==> src/rtl/trap_pkg.sv <==
package trap_pkg;
    typedef enum logic [0:0] {ST_USER, ST_HANDLER} mode_e;

    localparam int NUM_EXC = 5;
    localparam int CODE_W  = 5;

    localparam logic [CODE_W-1:0] CODE_INT     = 5'd0;
    localparam logic [CODE_W-1:0] CODE_LOAD    = 5'd4;
    localparam logic [CODE_W-1:0] CODE_STORE   = 5'd5;
    localparam logic [CODE_W-1:0] CODE_DIV0    = 5'd9;
    localparam logic [CODE_W-1:0] CODE_ILLEGAL = 5'd10;
    localparam logic [CODE_W-1:0] CODE_OVF     = 5'd12;

    localparam logic [1:0] IDX_STATUS = 2'd0;
    localparam logic [1:0] IDX_CAUSE  = 2'd1;
    localparam logic [1:0] IDX_EPC    = 2'd2;

    // exception line index to code; line order equals code order
    function automatic logic [CODE_W-1:0] line_code(input int idx);
        case (idx)
            0:       line_code = CODE_LOAD;
            1:       line_code = CODE_STORE;
            2:       line_code = CODE_DIV0;
            3:       line_code = CODE_ILLEGAL;
            default: line_code = CODE_OVF;
        endcase
    endfunction
endpackage

==> src/rtl/trap_prio.sv <==
module trap_prio
    import trap_pkg::*;
#(
    parameter int N = NUM_EXC
) (
    input  logic [N-1:0]      req,
    output logic              any,
    output logic [CODE_W-1:0] code
);
    logic [N-1:0]      win;
    logic [CODE_W-1:0] code_part [N];

    for (genvar i = 0; i < N; i++) begin : g_line
        if (i == 0) begin : g_first
            assign win[i] = req[i];
        end else begin : g_rest
            assign win[i] = req[i] & ~(|req[i-1:0]);
        end
        assign code_part[i] = win[i] ? line_code(i) : '0;
    end

    always_comb begin
        code = '0;
        for (int i = 0; i < N; i++) begin
            code = code | code_part[i];
        end
    end

    assign any = |req;
endmodule

==> src/rtl/trap_csr.sv <==
module trap_csr
    import trap_pkg::*;
#(
    parameter int XLEN     = 32,
    parameter int NUM_IRQ  = 8,
    parameter int MASK_LSB = 8
) (
    input  logic                clk,
    input  logic                rst_n,
    input  logic [NUM_IRQ-1:0]  irq,
    input  logic                take,
    input  logic [CODE_W-1:0]   take_code,
    input  logic [XLEN-1:0]     pc,
    input  logic                restore,
    input  logic [1:0]          addr,
    input  logic                we,
    input  logic [XLEN-1:0]     wdata,
    output logic                ie,
    output logic                pie,
    output logic [NUM_IRQ-1:0]  mask,
    output logic [NUM_IRQ-1:0]  pend,
    output logic [CODE_W-1:0]   code,
    output logic [XLEN-1:0]     epc,
    output logic [XLEN-1:0]     rdata
);
    logic wd_unused;
    assign wd_unused = ^wdata;

    always_ff @(posedge clk) begin
        if (!rst_n) begin
            ie   <= 1'b0;
            pie  <= 1'b0;
            mask <= '0;
            pend <= '0;
            code <= '0;
            epc  <= '0;
        end else begin
            pend <= irq;
            if (take) begin
                ie   <= 1'b0;
                pie  <= ie;
                code <= take_code;
                epc  <= pc;
            end else if (restore) begin
                ie <= pie;
            end else if (we) begin
                if (addr == IDX_STATUS) begin
                    ie   <= wdata[0];
                    pie  <= wdata[1];
                    mask <= wdata[MASK_LSB +: NUM_IRQ];
                end else if (addr == IDX_EPC) begin
                    epc <= wdata;
                end
            end
        end
    end

    always_comb begin
        rdata = '0;
        unique case (addr)
            IDX_STATUS: begin
                rdata[0]                   = ie;
                rdata[1]                   = pie;
                rdata[MASK_LSB +: NUM_IRQ] = mask;
            end
            IDX_CAUSE: begin
                rdata[MASK_LSB +: NUM_IRQ] = pend;
                rdata[2 +: CODE_W]         = code;
            end
            IDX_EPC: rdata = epc;
            default: rdata = '0;
        endcase
    end
endmodule

==> src/rtl/trap_ctrl.sv <==
module trap_ctrl
    import trap_pkg::*;
#(
    parameter int              XLEN     = 32,
    parameter int              NUM_IRQ  = 8,
    parameter logic [XLEN-1:0] VECTOR   = 32'h8000_0180
) (
    input  logic                clk,
    input  logic                rst_n,
    input  logic [NUM_IRQ-1:0]  irq_i,
    input  logic [NUM_EXC-1:0]  exc_i,
    input  logic [XLEN-1:0]     pc_i,
    input  logic                eret_i,
    input  logic [1:0]          reg_addr_i,
    input  logic                reg_we_i,
    input  logic [XLEN-1:0]     reg_wdata_i,
    output logic                trap_o,
    output logic                redirect_o,
    output logic [XLEN-1:0]     target_pc_o,
    output logic [XLEN-1:0]     reg_rdata_o
);
    localparam int MASK_LSB = 8;

    mode_e             state_q, state_d;
    logic              in_handler;
    logic              exc_any, irq_hit, take, restore;
    logic [CODE_W-1:0] exc_code, take_code;
    logic              st_ie, st_pie;
    logic [NUM_IRQ-1:0] st_mask, cs_pend;
    logic [CODE_W-1:0] cs_code;
    logic [XLEN-1:0]   epc_q;

    trap_prio #(.N(NUM_EXC)) u_prio (
        .req  (exc_i),
        .any  (exc_any),
        .code (exc_code)
    );

    assign irq_hit    = st_ie & (|(irq_i & st_mask));
    assign take       = exc_any | irq_hit;
    assign take_code  = exc_any ? exc_code : CODE_INT;
    assign in_handler = (state_q == ST_HANDLER);
    assign restore    = in_handler & eret_i & ~take;

    trap_csr #(.XLEN(XLEN), .NUM_IRQ(NUM_IRQ), .MASK_LSB(MASK_LSB)) u_csr (
        .clk       (clk),
        .rst_n     (rst_n),
        .irq       (irq_i),
        .take      (take),
        .take_code (take_code),
        .pc        (pc_i),
        .restore   (restore),
        .addr      (reg_addr_i),
        .we        (reg_we_i),
        .wdata     (reg_wdata_i),
        .ie        (st_ie),
        .pie       (st_pie),
        .mask      (st_mask),
        .pend      (cs_pend),
        .code      (cs_code),
        .epc       (epc_q),
        .rdata     (reg_rdata_o)
    );

    // state register
    always_ff @(posedge clk) begin
        if (!rst_n) state_q <= ST_USER;
        else        state_q <= state_d;
    end

    // next state and outputs
    always_comb begin
        state_d     = state_q;
        trap_o      = 1'b0;
        redirect_o  = 1'b0;
        target_pc_o = '0;
        unique case (state_q)
            ST_USER: begin
                if (take) begin            // TAKE
                    state_d     = ST_HANDLER;
                    trap_o      = 1'b1;
                    redirect_o  = 1'b1;
                    target_pc_o = VECTOR;
                end
            end
            ST_HANDLER: begin
                if (take) begin            // NEST
                    trap_o      = 1'b1;
                    redirect_o  = 1'b1;
                    target_pc_o = VECTOR;
                end else if (restore) begin // RETURN
                    state_d     = ST_USER;
                    redirect_o  = 1'b1;
                    target_pc_o = epc_q;
                end
            end
        endcase
    end
endmodule

==> config.mk <==
export PLATFORM = sky130hd
export DESIGN_NAME = trap_ctrl
export DESIGN_NICKNAME = d
export VERILOG_FILES = /design/src/rtl/trap_pkg.sv /design/src/rtl/trap_prio.sv /design/src/rtl/trap_csr.sv /design/src/rtl/trap_ctrl.sv
export SDC_FILE = /design/constraint.sdc
export NUM_CORES = 1
export LEC_CHECK = 0
export BUFFER_PORTS_ARGS = -buffer_cell sky130_fd_sc_hd__buf_2
export CORE_ASPECT_RATIO = 1.5
export CORE_MARGIN = 4
export CORE_UTILIZATION = 48
export DETAILED_ROUTE_END_ITERATION = 12
export PLACE_DENSITY = 0.93
export SLEW_MARGIN = 40
export SYNTH_ARGS = -nofsm -noshare
export SYNTH_HDL_FRONTEND = slang
export SYNTH_HIERARCHICAL = 1
export SYNTH_SLANG_ARGS = --single-unit
==> constraint.sdc <==
create_clock -name clk -period 2.2 [get_ports clk]
set_clock_uncertainty 0.05 [all_clocks]
set_input_delay 0.22 -clock clk [delete_from_list [all_inputs] [get_ports clk]]
set_output_delay 0.22 -clock clk [all_outputs]
set_load 0.02 [all_outputs]
# Yosys cells after proc, flatten, opt, wreduce, memory -nomap -nowiden
# Index checks and enable logic that the tools add are counted.
[op_classes] n_bitwise=21 reduce_logical=16 n_eq_ne=4 mux=34
[op_table] cell="two-way mux 32 bit" count=8
[op_table] cell="case mux 32 bit (2 select lines)" count=1
[op_table] cell="case mux 8 bit (3 select lines)" count=1
[op_table] cell="OR 5 bit" count=4
[op_table] cell="two-way mux 16 bit" count=1
[op_table] cell="two-way mux 1 bit" count=13
[op_table] cell="two-way mux 4 bit" count=3
[op_table] cell="case mux 5 bit (2 select lines)" count=1
[op_table] cell="nonzero test 2 bit" count=5
[op_table] cell="AND 8 bit" count=1
[op_table] cell="inverter 1 bit" count=8
[op_table] cell="AND reduction 4 bit" count=2
[op_table] cell="OR reduction 8 bit" count=1
[op_table] cell="AND 1 bit" count=7
[op_table] cell="two-way mux 3 bit" count=2
[op_table] cell="two-way mux 5 bit" count=1
[op_table] cell="OR reduction 5 bit" count=1
[op_table] cell="inequality test 2 bit (second input constant)" count=2
[op_table] cell="case mux 1 bit (2 select lines)" count=2
[op_table] cell="case mux 2 bit (2 select lines)" count=1
[op_table] cell="OR reduction 2 bit" count=2
[op_table] cell="OR reduction 4 bit" count=1
[op_table] cell="AND reduction 3 bit" count=1
[op_table] cell="OR reduction 3 bit" count=1
[op_table] cell="5 further kinds" count=5
[totals] input_bits=83 out_inout_bits=66 regBits=56 word_cells=82

# Longest topological paths before layout
[logic_depth] word_depth=9 mapped_depth=10 depth_no_buf=6

# Cells and area by module
# The synthesis kept the hierarchy.
[by_module_without_submodules] mod="trap_csr" seq_area_each_um2=1101.1 n_inst=1 area_per_inst_um2=2571.2 cells_each=323
[by_module_without_submodules] mod="trap_ctrl" seq_area_each_um2=20.0 n_inst=1 area_per_inst_um2=689.4 cells_each=90
[by_module_without_submodules] mod="trap_prio" seq_area_each_um2=0.0 n_inst=1 area_per_inst_um2=62.6 cells_each=11

# Least setup slack after synthesis
# OpenSTA, ideal clock, no wires.
[synth_path] path_type="input-to-reg" startpoint="in exc_i[4]" endpoint="reg u_csr.mask[3]" stages=10 t_arrival_ps=1911 t_required_ps=2028 setup_ps=122 slack_ps=117 path_cell_list="nor3_1 nand2_1 clkbuf_1 or2_2 buf_4 nand4bb_1 clkbuf_1 buf_2 nand3_1 o21ai_0"
[synth_via] elab_chain_len=6
[synth_rtl] element="start, declared" line_no="trap_ctrl.sv:11" source="input logic [NUM_EXC-1:0] exc_i,"
[synth_rtl] element="OR reduction 5 bit *" line_no="trap_prio.sv:29" source="assign any = |req;"
[synth_rtl] element="named net exc_any" line_no="trap_ctrl.sv:26" source="logic exc_any, irq_hit, take, restore;"
[synth_rtl] element="OR 1 bit *" line_no="trap_ctrl.sv:40" source="assign take = exc_any | irq_hit;"
[synth_rtl] element="inverter 1 bit (no source line) *"
[synth_rtl] element="AND 1 bit" line_no="trap_ctrl.sv:43" source="assign restore = in_handler & eret_i & ~take;"
[synth_rtl] element="inverter 1 bit (no source line)"
[synth_rtl] element="AND reduction 4 bit (no source line) *"
[synth_rtl] element="end signal, assigned" line_no="trap_csr.sv:50" source="mask <= wdata[MASK_LSB +: NUM_IRQ];"
[synth_rtl] element="end, declared" line_no="trap_csr.sv:20" source="output logic [NUM_IRQ-1:0] mask,"
# The timed path passes the listed nets; every way through them passes the cells marked *.
# A chain may end at the register's enable or synchronous reset.

# Final worst setup path
[layout_path] startpoint="reg u_csr.mask[6]" endpoint="out redirect_o"
[layout_via] elab_chain_len=9 elab_cells_between_ends=10
[layout_rtl] element="AND 8 bit *" line_no="trap_ctrl.sv:39" source="assign irq_hit = st_ie & (|(irq_i & st_mask));"
[layout_rtl] element="OR reduction 8 bit *" line_no="trap_ctrl.sv:39"
[layout_rtl] element="AND 1 bit *" line_no="trap_ctrl.sv:39"
[layout_rtl] element="OR 1 bit *" line_no="trap_ctrl.sv:40"
[layout_rtl] element="inverter 1 bit (no source line)"
[layout_rtl] element="AND 1 bit" line_no="trap_ctrl.sv:43"
[layout_rtl] element="two-way mux 1 bit" line_no="trap_ctrl.sv:91" source="end else if (restore) begin"
[layout_rtl] element="two-way mux 1 bit" line_no="trap_ctrl.sv:87" source="if (take) begin"
[layout_rtl] element="case mux 1 bit (2 select lines) *" line_no="trap_ctrl.sv:77" source="unique case (state_q)"
[layout_rtl] element="end, declared" line_no="trap_ctrl.sv:18" source="output logic redirect_o,"
# Every way passes the cells marked *; elsewhere a longest branch is shown, timed or not.

==> results.json <==
{
  "outcome": "finished, final reports clean",
  "r2r-end": "u_csr/epc[15]",
  "crit_type": "flip-flop to primary output",
  "synth_fp_nets": 513,
  "tns_ns": 0,
  "cts_buffers": 5,
  "cts.sinks": 56,
  "ys_seq_area_share_pct": 33.7,
  "fin_util_pct": 62.8,
  "grt_pass1_wl_um": 16000,
  "p_leak_nw": 1.84,
  "min_path_type": "input pin to flip-flop",
  "dieArea_um2": 8350,
  "die_y_um": 110,
  "grt_max_degree": 67,
  "postCtsSetupRepairBufs": 0,
  "overflow": 0,
  "netlist_top_cells_area": "dfxtp_1 34%, nand2_1 12%, nor3_2 8.7%, o21ai_0 6.2%, a31oi_1 6.0%",
  "synth.area.mux_share_pct": 1.81,
  "hold_depth": 2,
  "core_um2": 6620,
  "finalInstanceArea_um2": 4160,
  "yosysWarnings": 6,
  "synthXorXnorAreaFrac_pct": 0,
  "drive_above_1_share_pct": 37.7,
  "grt_use_total_pct": 23.0,
  "p_per_area_nw_per_um2": 487,
  "drv_slew": 0,
  "finalCriticalPeriod_ns": 2.08,
  "syn-cell-area_um2": 3320,
  "initial_core_util_pct": 50.2,
  "antenna_found_initial": 0,
  "synth_area_per_cell_um2": 7.84,
  "synthTopCellsByCount": "102 x nand2_1, 56 x dfxtp_1, 41 x o21ai_0",
  "synth_top_area_share_pct": 33.7,
  "post_cts_resized": 0,
  "grt_pass1_vias": 3450,
  "required_ns": 1.93,
  "clk_latency_ns": 0.31,
  "clock.fmax_ghz": 0.482,
  "hold_viol_final": 0,
  "wl_per_cell_um": 16.3,
  "clk_pin_slew_ns": 0.11,
  "min_period_over_period_pct": 94.3,
  "rows": 36,
  "syn_inst": 424,
  "dpl_cell_area_um2": 4060,
  "area_delta_synth_final_pct": 25.1,
  "r2r-start": "u_csr/mask[6]",
  "worst-path-max-fanout": 23,
  "cts_tree": "built",
  "synth_edf_count": 0,
  "io_pins": 149,
  "htree_num_levels": 2,
  "setup_violations": 0,
  "end_kind": "primary output",
  "synth-seq-cells": 56,
  "rsz0062_at_grt": "false",
  "startpoint_type": "flip-flop",
  "die_x_um": 75.9,
  "arrival_ns": 1.81,
  "yosys.area_share.adder_pct": 2.26,
  "synth_cell_type_count": 38,
  "finalWirelength_um": 10200,
  "synth_top_area_cell": "dfxtp_1",
  "routed_via_density": 5.69,
  "synthArstFlopShare_pct": 0,
  "antenna_cells": 0,
  "synth-compound-area-share_pct": 21.0,
  "peakVddDrop_uv": 334,
  "hp-start": "irq_i[4]",
  "maxCapViolations": 0,
  "ctsHoldBuffers": 0,
  "synthSimpleGateAreaFrac_pct": 34.2,
  "dr.pass1.iters": 6,
  "cts_root_buffer": "clkbuf_8",
  "rrSetupSlack_ns": 0.21,
  "route.detailed.drc": 0,
  "first_iter_violations": 420,
  "place_congestion": 0.902,
  "synth_top_family_by_area": "simple AND/OR/NAND/NOR gates",
  "yosys.cell_count.top_type": "nand2_1",
  "vias": 3567,
  "whs_endpoint": "u_csr/pend[4]",
  "synthFlopType": "dfxtp_1",
  "nets": 639,
  "clk_path_buf_depth": 2,
  "antenna_left": 0,
  "port_buffers": 148,
  "hpwl_um": 7670,
  "reg2reg_depth": 7
}
==> critical path: stages (launching register included) <==
cell and delay, ns:
dfxtp_1 0.37, a22oi_4 0.21, a41oi_4 0.17, buf_6 0.23
or3_1 0.35, buf_2 0.16
==> worst max-delay path by stage <==
stage                     cells past startpoint           from             to  slack, ns
after global placement                        8       exc_i[2]  u_csr/epc[21]       0.16
after global routing                          5  u_csr/mask[5]     redirect_o       0.06
after CTS                                     5  u_csr/mask[6]     redirect_o       0.07
final                                         5  u_csr/mask[6]     redirect_o       0.12
after detailed placement                      8       exc_i[2]  u_csr/epc[13]        0.1
after floorplan                              10       exc_i[4]  u_csr/mask[3]       0.12
==> sequential cells by signal (all words and copies together) (netlist names) <==
signal	flops
u_csr/ie	1
u_csr/pie	1
u_csr/mask	8
u_csr/pend	8
u_csr/epc	32
u_csr/code	5
in_handler	1
==> power by group <==
| group | leakage, nW | switching (mW) | internal [mW] |
|---|---|---|---|
| combinational | 1.34 | 0.206 | 0.148 |
| clock | 0.0445 | 0.347 | 0.227 |
| sequential | 0.464 | 0.0336 | 1.06 |
==> layout make-up <==
type                       count  area [um2]
clock buffer                   5        68.8
fill                         558        2460
sequential                    56        1120
clock inverter                 3        21.3
tap                           76        95.1
multi-input combinational    321        1980
timing repair buffer         161         855
inverter                       5        18.8
==> logic make-up after synthesis <==
logic type | count (synthesis)
AO/OA/AOI/OAI | 101
adder cells (fa/ha/maj) | 6
buffers and inverters | 47
flip-flops | 56
multiplexers | 6
other | 1
AND/OR/NAND/NOR | 207
==> cells in the final DEF (no fill, tap or decap), types with 11 or more instances in the layout <==
cell type  netlist  routed
buf_2           10     148
nand2_1        102     101
dfxtp_1         56      56
o21ai_0         41      41
a31oi_1         32      32
and2_1          31      31
nor3_2          29      29
nor2_1          14      14
nor2b_1         12      12
buf_4            5      11
==> per-layer routing <==
metal  vias to the layer above  global-route usage, %  share of wire, %
met5                         -                      0                 0
met4                         0                   9.67               2.3
met3                        22                   4.18               7.5
met2                       167                   42.1                53
met1                      1656                   26.0                37
li1                       1722                      -                 -
==> stage by stage <==
| stage | total power, mW | hold WS [ns] | instances | worst slack (ns) |
|---|---|---|---|---|
| final | 2.03 | 0.0922 | 627 | 0.125 |
| after global placement | 1.46 | 0.407 | 619 | 0.160 |
| after CTS | 2.03 | 0.0921 | 627 | 0.0683 |
| after floorplan | 1.31 | 0.297 | 424 | 0.117 |
| after global routing | 2.11 | 0.0969 | 627 | 0.0591 |
| after detailed placement | 1.47 | 0.415 | 619 | 0.0992 |
Note: power is estimated with default switching activity, not from simulation.
